`src/rtl/i2c_arb_monitor.sv`:
```
module i2c_arb_monitor #(
  parameter int FRAME_BITS = 9
) (
  input  logic clk,
  input  logic rst_n,
  input  logic scl_in,
  input  logic sda_in,
  input  logic tx_active,
  input  logic tx_bit,
  input  logic frame_start,
  input  logic flag_clr,
  input  logic mode_byte,
  input  logic release_en,
  output logic arb_lost,
  output logic sda_oe
);
  localparam int CW = $clog2(FRAME_BITS + 2);
  localparam logic [CW-1:0] LAST = CW'(FRAME_BITS);
  localparam logic [CW-1:0] CMAX = {CW{1'b1}};

  logic scl_q, miss_seen, released;
  logic [CW-1:0] bit_cnt;

  wire rise     = scl_in & ~scl_q & ~frame_start;
  wire fall     = ~scl_in & scl_q & ~frame_start;
  wire compare  = rise & tx_active;
  wire mismatch = compare & tx_bit & ~sda_in;
  wire bit_set  = ~mode_byte & mismatch;
  wire bit_clr  = ~mode_byte & compare & ~mismatch;
  wire byte_set = mode_byte & fall & (bit_cnt == LAST) & miss_seen;
  wire set_ev   = bit_set | byte_set;

  always_ff @(posedge clk or negedge rst_n) begin
    if (!rst_n) begin
      scl_q     <= 1'b1;
      bit_cnt   <= '0;
      miss_seen <= 1'b0;
    end else begin
      scl_q <= scl_in;
      if (frame_start) begin
        bit_cnt   <= '0;
        miss_seen <= 1'b0;
      end else begin
        if (rise && bit_cnt != CMAX) bit_cnt <= bit_cnt + 1'b1;
        if (mismatch) miss_seen <= 1'b1;
      end
    end
  end

  always_ff @(posedge clk or negedge rst_n) begin
    if (!rst_n) begin
      arb_lost <= 1'b0;
      released <= 1'b0;
    end else begin
      if (flag_clr)     arb_lost <= 1'b0;
      else if (set_ev)  arb_lost <= 1'b1;
      else if (bit_clr) arb_lost <= 1'b0;

      if (flag_clr || frame_start)  released <= 1'b0;
      else if (set_ev && release_en) released <= 1'b1;
    end
  end

  assign sda_oe = ~released;
endmodule

```
`config.mk`:
```
export PLATFORM = sky130hd
export DESIGN_NAME = i2c_arb_monitor
export DESIGN_NICKNAME = d
export VERILOG_FILES = /design/src/rtl/i2c_arb_monitor.sv
export SDC_FILE = /design/constraint.sdc
export NUM_CORES = 1
export LEC_CHECK = 0
export BUFFER_PORTS_ARGS = -buffer_cell sky130_fd_sc_hd__buf_2
export CAP_MARGIN = 15
export CORE_AREA = 4 4 41 43
export DETAILED_ROUTE_END_ITERATION = 10
export DIE_AREA = 0 0 45 47
export PLACE_DENSITY_LB_ADDON = 0.1
export SLEW_MARGIN = 20
export SYNTH_ARGS = -nofsm -noshare
export SYNTH_HDL_FRONTEND = slang
export SYNTH_SLANG_ARGS = --single-unit
```
`constraint.sdc`:
```
create_clock -name clk -period 2 [get_ports clk]
set_clock_uncertainty 0.15 [all_clocks]
set_input_delay 0.2 -clock clk [delete_from_list [all_inputs] [get_ports clk]]
set_output_delay 0.2 -clock clk [all_outputs]
set_load 0.005 [all_outputs]
```
# Word-level counts from Yosys, hierarchy flattened
# Cells that the tools add are included.
[classes]
n_addsub = 1
eq_ne = 2
n_mux = 9
n_bitwise = 21
n_reduce_logical = 7
[ops]
columns = ["operator", "n"]
rows = [
  ["bitwise AND 1 bit", 13],
  ["2-to-1 mux 4 bit", 2],
  ["2-to-1 mux 1 bit", 7],
  ["inverter 1 bit", 7],
  ["nonzero test 2 bit", 3],
  ["adder 4 x 1 -> 4 bit, second input constant", 1],
  ["equality test 4 bit, second input constant", 1],
  ["inequality test 4 bit, second input constant", 1],
  ["nonzero test 3 bit", 1],
  ["logical AND 1 bit", 2],
  ["logical OR 1 bit", 1],
  ["OR 1 bit", 1],
]
[totals]
reg_bits = 8
word_cells = 45

# Depth between registers and ports, before layout
# Gate-level depths: netlist of the first run.
[logic_depth]
ltp_word = 11
mapped_depth = 5
depth_no_buf = 5

# Worst setup path after synthesis of the first run
# No wires, ideal clock.
[synth_timing]
path_kind = "flip-flop to flip-flop"
start = "reg bit_cnt[0]"
end = "reg bit_cnt[3]"
arrival_ps = 1113
slack_ps = 609
stages_incl_launch_ff = 5
synth_period_minus_slack_ps = 1391
cell_sequence = "dfrtp_1 -> ha_1 -> nand3_1 -> nand4_1 -> mux2_1"
[synth_between]
elab_chain_cells = 3
word_cells_on_any_way = 6
cone_classes = "1 x add/sub; 1 x eq/ne; 2 x mux; 2 x reduce/logical"
[synth_lines]
columns = ["element", "line_no", "rtl"]
rows = [
  ["start, declared", "22", "logic [CW-1:0] bit_cnt;"],
  ["start signal, assigned", "44", "if (rise && bit_cnt != CMAX) bit_cnt <= bit_cnt + 1'b1;"],
  ["adder 4 x 1 -> 4 bit or inequality test 4 bit (tied branches)", "44", ""],
  ["2-to-1 mux 4 bit or logical AND 1 bit (tied branches)", "44", ""],
  ["2-to-1 mux 4 bit or nonzero test 2 bit (tied branches)", "--", ""],
]
# Parallel ways exist; a longest one is shown, timed or not. The select of a mux whose other input is x is not followed.
# A chain may end at the register's enable or synchronous reset.

# Final worst setup path of the first run
[layout_timing]
start = "in scl_in"
end = "reg bit_cnt[1]"
[layout_between]
elab_chain_cells = 4
[layout_lines]
columns = ["element", "line_no", "rtl"]
rows = [
  ["start, declared", "6", "input logic scl_in,"],
  ["bitwise AND 1 bit (2 in series)", "24", "wire rise = scl_in & ~scl_q & ~frame_start;"],
  ["logical AND 1 bit", "44", ""],
  ["nonzero test 2 bit (no source line)", "--", ""],
]
# Every way passes these cells.

==> results by group, run 1 <==
Outcome
  • Outcome: finished, final reports clean

Synthesis
  • Commonest cells in the netlist: dfrtp_1, a21oi_1, nor2_1
  • Yosys top cell area share: 0.379
  • Ys async rst share: 1.00
  • Unique masters post-synth: 27
  • #FFs+latches synth: 8
  • Post-synth EDFFs: 0
  • Area contributors post-synth: dfrtp_1, dfstp_2, ha_1
  • Ys flop type: dfrtp_1
  • Cell with the most instances after synthesis: dfrtp_1
  • Warnings from Yosys: 0
  • Dominant cell type by area after synthesis: dfrtp_1
  • Sequential-to-total area share from yosys stat: 0.436
  • Cell count after synthesis: 42
  • Syn nets: 54
  • Synthesized area: 462 um2
  • Post-Syn Area per Cell: 11.0 um2

Global route
  • Largest net degree at the start of global routing: 11
  • Total global routing overflow: 0
  • Initial antenna violation count: 0
  • GRT Util Overall: 0.113
  • Global-route wire length before repair: 1690 um
  • Vias in the first global route: 377

STA
  • Slew of the pin with the lowest slew margin: 0.275 ns
  • FMAX: 0.675 GHz
  • Final Hold Vio Count: 0
  • RSZ-0062 raised after global routing: false
  • Setup violators final: 0
  • Slew headroom: 0.816
  • Max-slew violations: 0
  • Setup TNS: 0 ns
  • Crit share post-route: 0.741
  • Worst hold margin: 0.0291 ns
  • Tmin final: 1.48 ns

Clock network
  • Clk buf depth: 2
  • CTS Sinks: 8
  • CTS buffer count: 3
  • Skew-Pair Late Insertion Delay: 0.26 ns
  • CTS H-tree lvls: 1
  • CTS tree: yes
  • Post-CTS setup buffer count: 0
  • Root buffer cell: clkbuf_4
  • Clock slew at reported path FFs: 0.05 ns

Pwr
  • Leak: 0.284 nW
  • VDD IR max: 0.339 mV
  • Power density cells: 598 nW/um2

Floorplanning
  • IO Pins: 12
  • Cell row count: 13
  • Starting Density: 0.355
  • Core area: 1300 um2
  • Die area: 2120 um2
  • Die Span X: 45 um
  • Die Ht: 47 um

Final layout
  • Number of nets in the layout: 72
  • N_diodes: 0
  • Layout cells sized above 1: 0.322
  • Layout area overhead: 25.7%

Worst hold path
  • Hold Path Class: input pin to flip-flop
  • Hold_sp: release_en
  • Worst hold stages: 3
  • Hold path endpoint: released$_DFFE_PN0P_

Detailed routing
  • WL/cell: 13.2 um
  • Drt total wl: 980 um
  • Drc violations: 0
  • Post-DRT Antenna Nets: 0
  • Routed vias: 363
  • DR pass1 iterations: 1
  • Initial DRC Count: 0
  • Vias per cell: 4.91

Placed design
  • Final Wtd Congestion: 0.703
  • Number of buffers added on ports: 11
  • Placed wire-length estimate: 742 um

Critical path
  • CP arrival: 1.47 ns
  • Capturing point of the worst reg2reg path: bit_cnt[3]$_DFFE_PN0P_
  • CP max FO: 6
  • R2R setup slack: 0.53 ns
  • R2R depth: 4
  • WS Path Type: input pin to flip-flop
  • Worst EP required: 1.99 ns
  • Worst r2r src: bit_cnt[0]$_DFFE_PN0P_
  • Startpoint Class: input pin
  • CP endpoint kind: flip-flop

Run
  • Max-cap violations: 0
repair_timing:
action	4_1_cts	5_1_grt
gates resized for setup	0	0
hold buffers	3	0
hold endpoints to repair	10	0
metal layers:
layer	up-vias	GRT usage	part of all wire
met5	-	0	0
met2	7	0.181	0.50
met3	0	0.0498	0.047
met4	0	0.0351	0
li1	186	-	-
met1	170	0.137	0.46
layout by cell type (no fill, tap or decap), types with 2 or more instances in the layout:
| cell type | netlist | routed |
|---|---|---|
| a21oi_1 | 3 | 3 |
| and4b_1 | 2 | 2 |
| buf_2 | 0 | 11 |
| clkbuf_4 | 0 | 3 |
| dfrtp_1 | 7 | 7 |
| dlygate4sd3_1 | 0 | 3 |
| ha_1 | 2 | 2 |
| inv_1 | 2 | 2 |
| nand2_1 | 2 | 2 |
| nand3_1 | 2 | 2 |
| nor2_1 | 3 | 3 |
state kept, by name, indices dropped and copies added (netlist names):
name / cells
released: 1
bit_cnt: 4
arb_lost: 1
scl_q: 1
miss_seen: 1
how the worst max path moves through the flow:
| stage | slack (ns) | start | to |
|---|---|---|---|
| final | 0.52 | scl_in | bit_cnt[1]$_DFFE_PN0P_ |
| after global routing | 0.43 | bit_cnt[0]$_DFFE_PN0P_ | bit_cnt[3]$_DFFE_PN0P_ |
| after CTS | 0.51 | bit_cnt[0]$_DFFE_PN0P_ | bit_cnt[3]$_DFFE_PN0P_ |
| after detailed placement | 0.52 | bit_cnt[0]$_DFFE_PN0P_ | bit_cnt[3]$_DFFE_PN0P_ |
| after global placement | 0.59 | bit_cnt[0]$_DFFE_PN0P_ | bit_cnt[3]$_DFFE_PN0P_ |
| after floorplan | 0.61 | bit_cnt[0]$_DFFE_PN0P_ | bit_cnt[3]$_DFFE_PN0P_ |
cell type report:
| cell class | instances | area, um2 |
|---|---|---|
| Sequential cell | 8 | 201 |
| Inverter | 2 | 7.51 |
| Tap cell | 15 | 18.8 |
| Timing Repair Buffer | 14 | 85.1 |
| Fill cell | 139 | 721 |
| Clock buffer | 4 | 26.3 |
| Multi-Input combinational cell | 31 | 241 |
cell families (layout without fill, tap and decap cells):
group | Yosys count | in the layout | synth area share
compound gates | 8 | 8 | 0.125
fa+ha+maj | 2 | 2 | 0.0542
buf+inv | 3 | 20 | 0.0407
flops | 8 | 8 | 0.436
mux | 2 | 2 | 0.0461
simple gates | 19 | 19 | 0.298
through the flow:
stage | utilization | power [mW] | instances | setup slack (ns) | instance area [um2]
6_report | 0.446 | 0.347 | 74 | 0.518 | 581
5_1_grt | 0.446 | 0.370 | 74 | 0.432 | 581
4_1_cts | 0.446 | 0.355 | 74 | 0.509 | 581
3_5_place_dp | 0.403 | 0.209 | 67 | 0.521 | 524
3_3_place_gp | 0.403 | 0.207 | 67 | 0.587 | 524
2_1_floorplan | - | 0.193 | 42 | 0.609 | 462
power by group:
part / total, mW / internal [mW] / switching [mW]
combinational: 0.0387 / 0.0193 / 0.0193
sequential: 0.172 / 0.167 / 0.00487
clock: 0.137 / 0.0767 / 0.0598
worst max-delay path, cell delays in order:
cell and delay (ns):
dlygate4sd3_1 0.52, buf_2 0.15, nor2b_1 0.28, a211oi_1 0.14
o21bai_1 0.17
No activity file was read; power rests on OpenSTA's default activity.
==> run 2: changes to the inputs <==
clock period = 1.5 ns   (was 2 ns; I/O delays follow)
==> results by group, run 2 (synthesis gave the netlist of run 1 again) <==
STA
  • Worst hold margin: 0.0301 ns (+0.000994 ns)
  • Crit share post-route: 0.965
  • Tmin final: 1.45 ns
  • Setup violators final: 0 (unchanged)
  • RSZ-0062 raised after global routing: false
  • Final Hold Vio Count: 0 (unchanged)
  • Max-slew violations: 0 (unchanged)
  • FMAX: 0.691 GHz
  • Slew headroom: 0.808 (-0.00817)
  • Setup TNS: 0 ns (unchanged)
  • Slew of the pin with the lowest slew margin: 0.288 ns (+0.0122 ns)

Pwr
  • Leak: 0.299 nW (+5.1%)
  • P_int: 358 uW (+36%)
  • Seq pwr share: 0.483 (-0.012)
  • Gate power share: 0.132 (+0.021)
  • P_sw: 114 uW (+35%)
  • Switching Fraction: 0.241 (-0.000841)
  • Clk pwr share: 0.385 (-0.008)
  • Power density cells: 772 nW/um2 (+29%)
  • VDD IR max: 0.617 mV (+82%)

Critical path
  • CP arrival: 1.43 ns (-0.04 ns)
  • CP max FO: 3 (-3)
  • Worst EP required: 1.49 ns (-0.50 ns)
  • Buf/Inv on CP: 1 (-1)
  • Worst path top cell family by delay: flip-flops
  • CP Cell Sequence: buf_4 > ha_1 > and4bb_1 > a22oi_2 > o21ai_1
  • CP endpoint kind: flip-flop
  • Crit-path slowest cell: dfrtp_1
  • Max incr delay on CP: 0.39 ns (-0.13 ns)
  • Startpoint Class: flip-flop
  • WS Path Type: flip-flop to flip-flop

Final layout
  • Layout area overhead: 32.2%
  • Most frequent cells in the layout: buf_2, dfrtp_1, dlygate4sd3_1
  • Commonest non-fill, non-tap cell in the layout: buf_2
  • Top reg by flops: bit_cnt
  • FILL cells: 139 (unchanged)
  • Number of nets in the layout: 75 (+4.2%)
  • N_diodes: 0 (unchanged)
  • Largest register FFs: 4 (unchanged)
  • Storage cell area: 201 um2 (unchanged)
  • Area occupied by multi-input gates: 246 um2 (+2.1%)
  • Layout cells sized above 1: 0.355 (+0.0328)

Floorplanning
  • Starting Density: 0.355 (unchanged)
  • Core area: 1300 um2 (unchanged)
  • Die Ht: 47 um (unchanged)
  • Die area: 2120 um2 (unchanged)
  • Cell row count: 13 (unchanged)
  • IO Pins: 12 (unchanged)
  • Die Span X: 45 um (unchanged)

Global route
  • Initial antenna violation count: 0 (unchanged)
  • Total global routing overflow: 0 (unchanged)
  • GRT Util Overall: 0.114 (+0.000886)
  • Global-route wire length before repair: 1680 um (-0.41%)
  • Vias in the first global route: 414 (+9.8%)
  • Largest net degree at the start of global routing: 11 (unchanged)

Placed design
  • Final Wtd Congestion: 0.703 (unchanged)
  • Placed wire-length estimate: 755 um (+1.7%)
  • Number of buffers added on ports: 11 (unchanged)

Clock network
  • Clk buf depth: 2 (unchanged)
  • Skew-Pair Late Insertion Delay: 0.26 ns (about the same)
  • Clock slew at reported path FFs: 0.05 ns (about the same)
  • CTS tree: yes
  • CTS H-tree lvls: 1 (unchanged)
  • CTS buffer count: 3 (unchanged)
  • Root buffer cell: clkbuf_4
  • CTS Sinks: 8 (unchanged)

Detailed routing
  • Post-DRT Antenna Nets: 0 (unchanged)
  • Vias per cell: 4.95 (+0.87%)
  • WL/cell: 13.0 um (-1.5%)
  • Drc violations: 0 (unchanged)
  • Drt total wl: 1000 um (+2.4%)
  • DR pass1 iterations: 3 (+2)
  • Initial DRC Count: 3 (+3)
  • Routed vias: 381 (+5.0%)

Worst hold path
  • Hold Path Class: input pin to flip-flop

Outcome
  • Outcome: finished, final reports clean

Run
  • Max-cap violations: 0 (unchanged)
[run 2: changes by cell type in the layout (fill, tap and decap cells not counted)]
| cell | before | now |
|---|---|---|
| nand3_2 | 0 | 1 |
| buf_4 | 0 | 2 |
| nand3_1 | 2 | 1 |
| dlygate4sd3_1 | 3 | 4 |
[run 2: power groups by stage]
stage	clock, mW	combinational [mW]	sequential, mW
6_report	0.181	0.0621	0.228
5_1_grt	0.201	0.0687	0.229
4_1_cts	0.184	0.0577	0.229
3_5_place_dp	0	0.0457	0.233
3_3_place_gp	0	0.0440	0.232
2_1_floorplan	0	0.0250	0.232
[run 2: final cells by class]
| class | instances | area share |
|---|---|---|
| timing repair buffer | 17 | 0.180 |
| tap | 15 | 0.0307 |
| sequential | 8 | 0.330 |
| multi-input combinational | 31 | 0.404 |
| inverter | 2 | 0.0123 |
| clock buffer | 4 | 0.0430 |
[run 2: worst paths after layout]
check                                       start                endpoint  slack, ns  cells past startpoint
max                        bit_cnt[0]$_DFFE_PN0P_    released$_DFFE_PN0P_       0.05                      5
min                                     tx_active    arb_lost$_DFFE_PN0P_       0.03                      3
max reg2reg                bit_cnt[0]$_DFFE_PN0P_    released$_DFFE_PN0P_       0.05                      5
min reg2reg                  released$_DFFE_PN0P_    released$_DFFE_PN0P_       0.34                      2
max in group asynchronous                   rst_n         scl_q$_DFF_PN1_       0.85                      2
min in group asynchronous                   rst_n  bit_cnt[3]$_DFFE_PN0P_       0.11                      2
[run 2: per-stage QoR]
step | std cells | util | setup slack (ns) | power, mW | cell area (um2)
final | 77 | 0.469 | 0.0520 | 0.472 | 611
after global routing | 77 | 0.469 | 0.000996 | 0.499 | 611
after CTS | 76 | 0.460 | 0.0123 | 0.471 | 598
after detailed placement | 67 | 0.403 | 0.00577 | 0.279 | 524
after global placement | 67 | 0.403 | 0.0867 | 0.276 | 524
after floorplan | 42 | - | 0.109 | 0.257 | 462
[run 2: repair_timing]
action | in CTS | in global routing
pin swaps | 0 | 1
setup endpoints to repair | 1 | 1
setup buffers | 1 | 1
hold buffers | 4 | 0
gates resized for setup | 0 | 1
hold endpoints to repair | 11 | 0
[run 2: layer usage]
metal  track usage  share of wire  vias up
li1              -              -      192
met4             0              0        0
met5             0              0        -
met3        0.0728          0.069        0
met1         0.116           0.41      178
met2         0.209           0.52       11
[run 2: worst register-to-register path, cell delays in order, from the launching register on]
cell      delay [ns]
dfrtp_1         0.39
buf_4           0.15
ha_1            0.18
and4bb_1        0.19
a22oi_2         0.19
o21ai_1         0.09
==> run 3: changes to the inputs <==
RECOVER_POWER = 25   (was default)
==> results by group, run 3 (synthesis gave the netlist of run 1 again) <==
Placed design
  • Placed wire-length estimate: 755 um (unchanged)
  • Number of buffers added on ports: 11 (unchanged)
  • Final Wtd Congestion: 0.703 (unchanged)

Detailed routing
  • Routed vias: 381 (unchanged)
  • Drt total wl: 1000 um (-0.20%)
  • Post-DRT Antenna Nets: 0 (unchanged)
  • Vias per cell: 4.95 (unchanged)
  • WL/cell: 13.0 um (-0.20%)
  • Drc violations: 0 (unchanged)
  • Initial DRC Count: 3 (unchanged)
  • DR pass1 iterations: 3 (unchanged)

Global route
  • Global-route wire length before repair: 1680 um (unchanged)
  • Initial antenna violation count: 0 (unchanged)
  • GRT Util Overall: 0.114 (unchanged)
  • Largest net degree at the start of global routing: 11 (unchanged)
  • Total global routing overflow: 0 (unchanged)
  • Vias in the first global route: 414 (unchanged)

Critical path
  • Worst EP required: 1.49 ns (about the same)
  • Startpoint Class: flip-flop
  • CP max FO: 3 (unchanged)
  • WS Path Type: flip-flop to flip-flop
  • CP endpoint kind: flip-flop
  • Worst r2r src: bit_cnt[0]$_DFFE_PN0P_
  • Crit path from: bit_cnt[0]$_DFFE_PN0P_
  • CP arrival: 1.43 ns (about the same)

Floorplanning
  • Die Span X: 45 um (unchanged)
  • IO Pins: 12 (unchanged)
  • Cell row count: 13 (unchanged)
  • Starting Density: 0.355 (unchanged)
  • Die Ht: 47 um (unchanged)
  • Die area: 2120 um2 (unchanged)
  • Core area: 1300 um2 (unchanged)

Final layout
  • Top reg by flops: bit_cnt
  • Fin util: 0.468 (-0.000962)
  • Commonest non-fill, non-tap cell in the layout: buf_2
  • N_diodes: 0 (unchanged)
  • Layout cells sized above 1: 0.339 (-0.0161)
  • Largest register FFs: 4 (unchanged)
  • Layout area overhead: 32.0%
  • Number of nets in the layout: 75 (unchanged)
  • Most frequent cells in the layout: buf_2, dfrtp_1, dlygate4sd3_1

STA
  • Crit share post-route: 0.965 (unchanged)
  • Final Hold Vio Count: 0 (unchanged)
  • FMAX: 0.691 GHz (unchanged)
  • Slew of the pin with the lowest slew margin: 0.438 ns (+0.150 ns)
  • Setup violators final: 0 (unchanged)
  • Max-slew violations: 0 (unchanged)
  • Setup TNS: 0 ns (unchanged)
  • Slew headroom: 0.708 (-0.0995)
  • Tmin final: 1.45 ns (unchanged)
  • RSZ-0062 raised after global routing: false

Clock network
  • CTS tree: yes
  • CTS buffer count: 3 (unchanged)
  • Root buffer cell: clkbuf_4
  • Clk buf depth: 2 (unchanged)
  • Clock slew at reported path FFs: 0.05 ns (about the same)
  • CTS H-tree lvls: 1 (unchanged)
  • CTS Sinks: 8 (unchanged)
  • Skew-Pair Late Insertion Delay: 0.26 ns (about the same)

Run
  • Max-cap violations: 0 (unchanged)

Pwr
  • Power density cells: 773 nW/um2 (+0.12%)
  • Leak: 0.296 nW (-0.92%)
  • VDD IR max: 0.617 mV (about the same)

Worst hold path
  • Hold Path Class: input pin to flip-flop
  • Hold_sp: tx_active

Outcome
  • Outcome: finished, final reports clean
run 3: changes by cell type in the layout (fill, tap and decap cells not counted), sizes merged:
| cell | previous run | this run |
|---|---|---|
| clkbuf | 4 | 5 |
| buf | 13 | 12 |
run 3: layout make-up:
class                           instances  area, um2
Tap cell                               15       18.8
Sequential cell                         8        201
Clock buffer                            4       26.3
Timing Repair Buffer                   17        109
Inverter                                2       7.51
Multi-Input combinational cell         31        246
Fill cell                             140        692
run 3: worst paths after layout:
path                                           to  slack (ns)  cells after the start
max                          released$_DFFE_PN0P_        0.05                      5
max reg2reg                  released$_DFFE_PN0P_        0.05                      5
max in group asynchronous         scl_q$_DFF_PN1_        0.68                      2
min                          arb_lost$_DFFE_PN0P_        0.03                      3
min reg2reg                  released$_DFFE_PN0P_        0.34                      2
min in group asynchronous  bit_cnt[3]$_DFFE_PN0P_        0.19                      2
run 3: metal layers:
layer	global-route usage	up-vias	wire [um]
met5	0	-	0
met4	0	0	0
met3	0.0728	0	69
met2	0.209	11	519
met1	0.116	178	412
li1	-	192	-
run 3: per-stage QoR:
| step | hold slack [ns] | setup slack (ns) | total power, mW | area, um2 | instances |
|---|---|---|---|---|---|
| floorplan | -0.296 | 0.109 | 0.257 | 462 | 42 |
| global placement | -0.151 | 0.0867 | 0.276 | 524 | 67 |
| detailed placement | -0.149 | 0.00577 | 0.279 | 524 | 67 |
| CTS | 0.0260 | 0.0123 | 0.471 | 598 | 76 |
| global route | 0.0314 | 0.000996 | 0.499 | 609 | 77 |
| finish | 0.0301 | 0.0520 | 0.471 | 609 | 77 |
run 3: repair_timing:
| action | CTS | global route |
|---|---|---|
| hold endpoints to repair | 11 | 0 |
| setup endpoints to repair | 1 | 1 |
| hold buffers | 4 | 0 |
| pin swaps | 0 | 1 |
| buffers inserted | 1 | 1 |
| resized for setup | 0 | 1 |
run 3: report_power, final:
| part | switching [mW] | total (mW) | internal [mW] |
|---|---|---|---|
| logic | 0.0292 | 0.0617 | 0.0325 |
| clock network | 0.0793 | 0.181 | 0.102 |
| registers | 0.00527 | 0.228 | 0.223 |
| total | 0.114 | 0.471 | 0.357 |
run 3: critical path, cell delays in order, from the launching register on:
cell and delay (ns):
dfrtp_1 0.39, buf_4 0.15, ha_1 0.18, and4bb_1 0.19, a22oi_2 0.19, o21ai_1 0.09
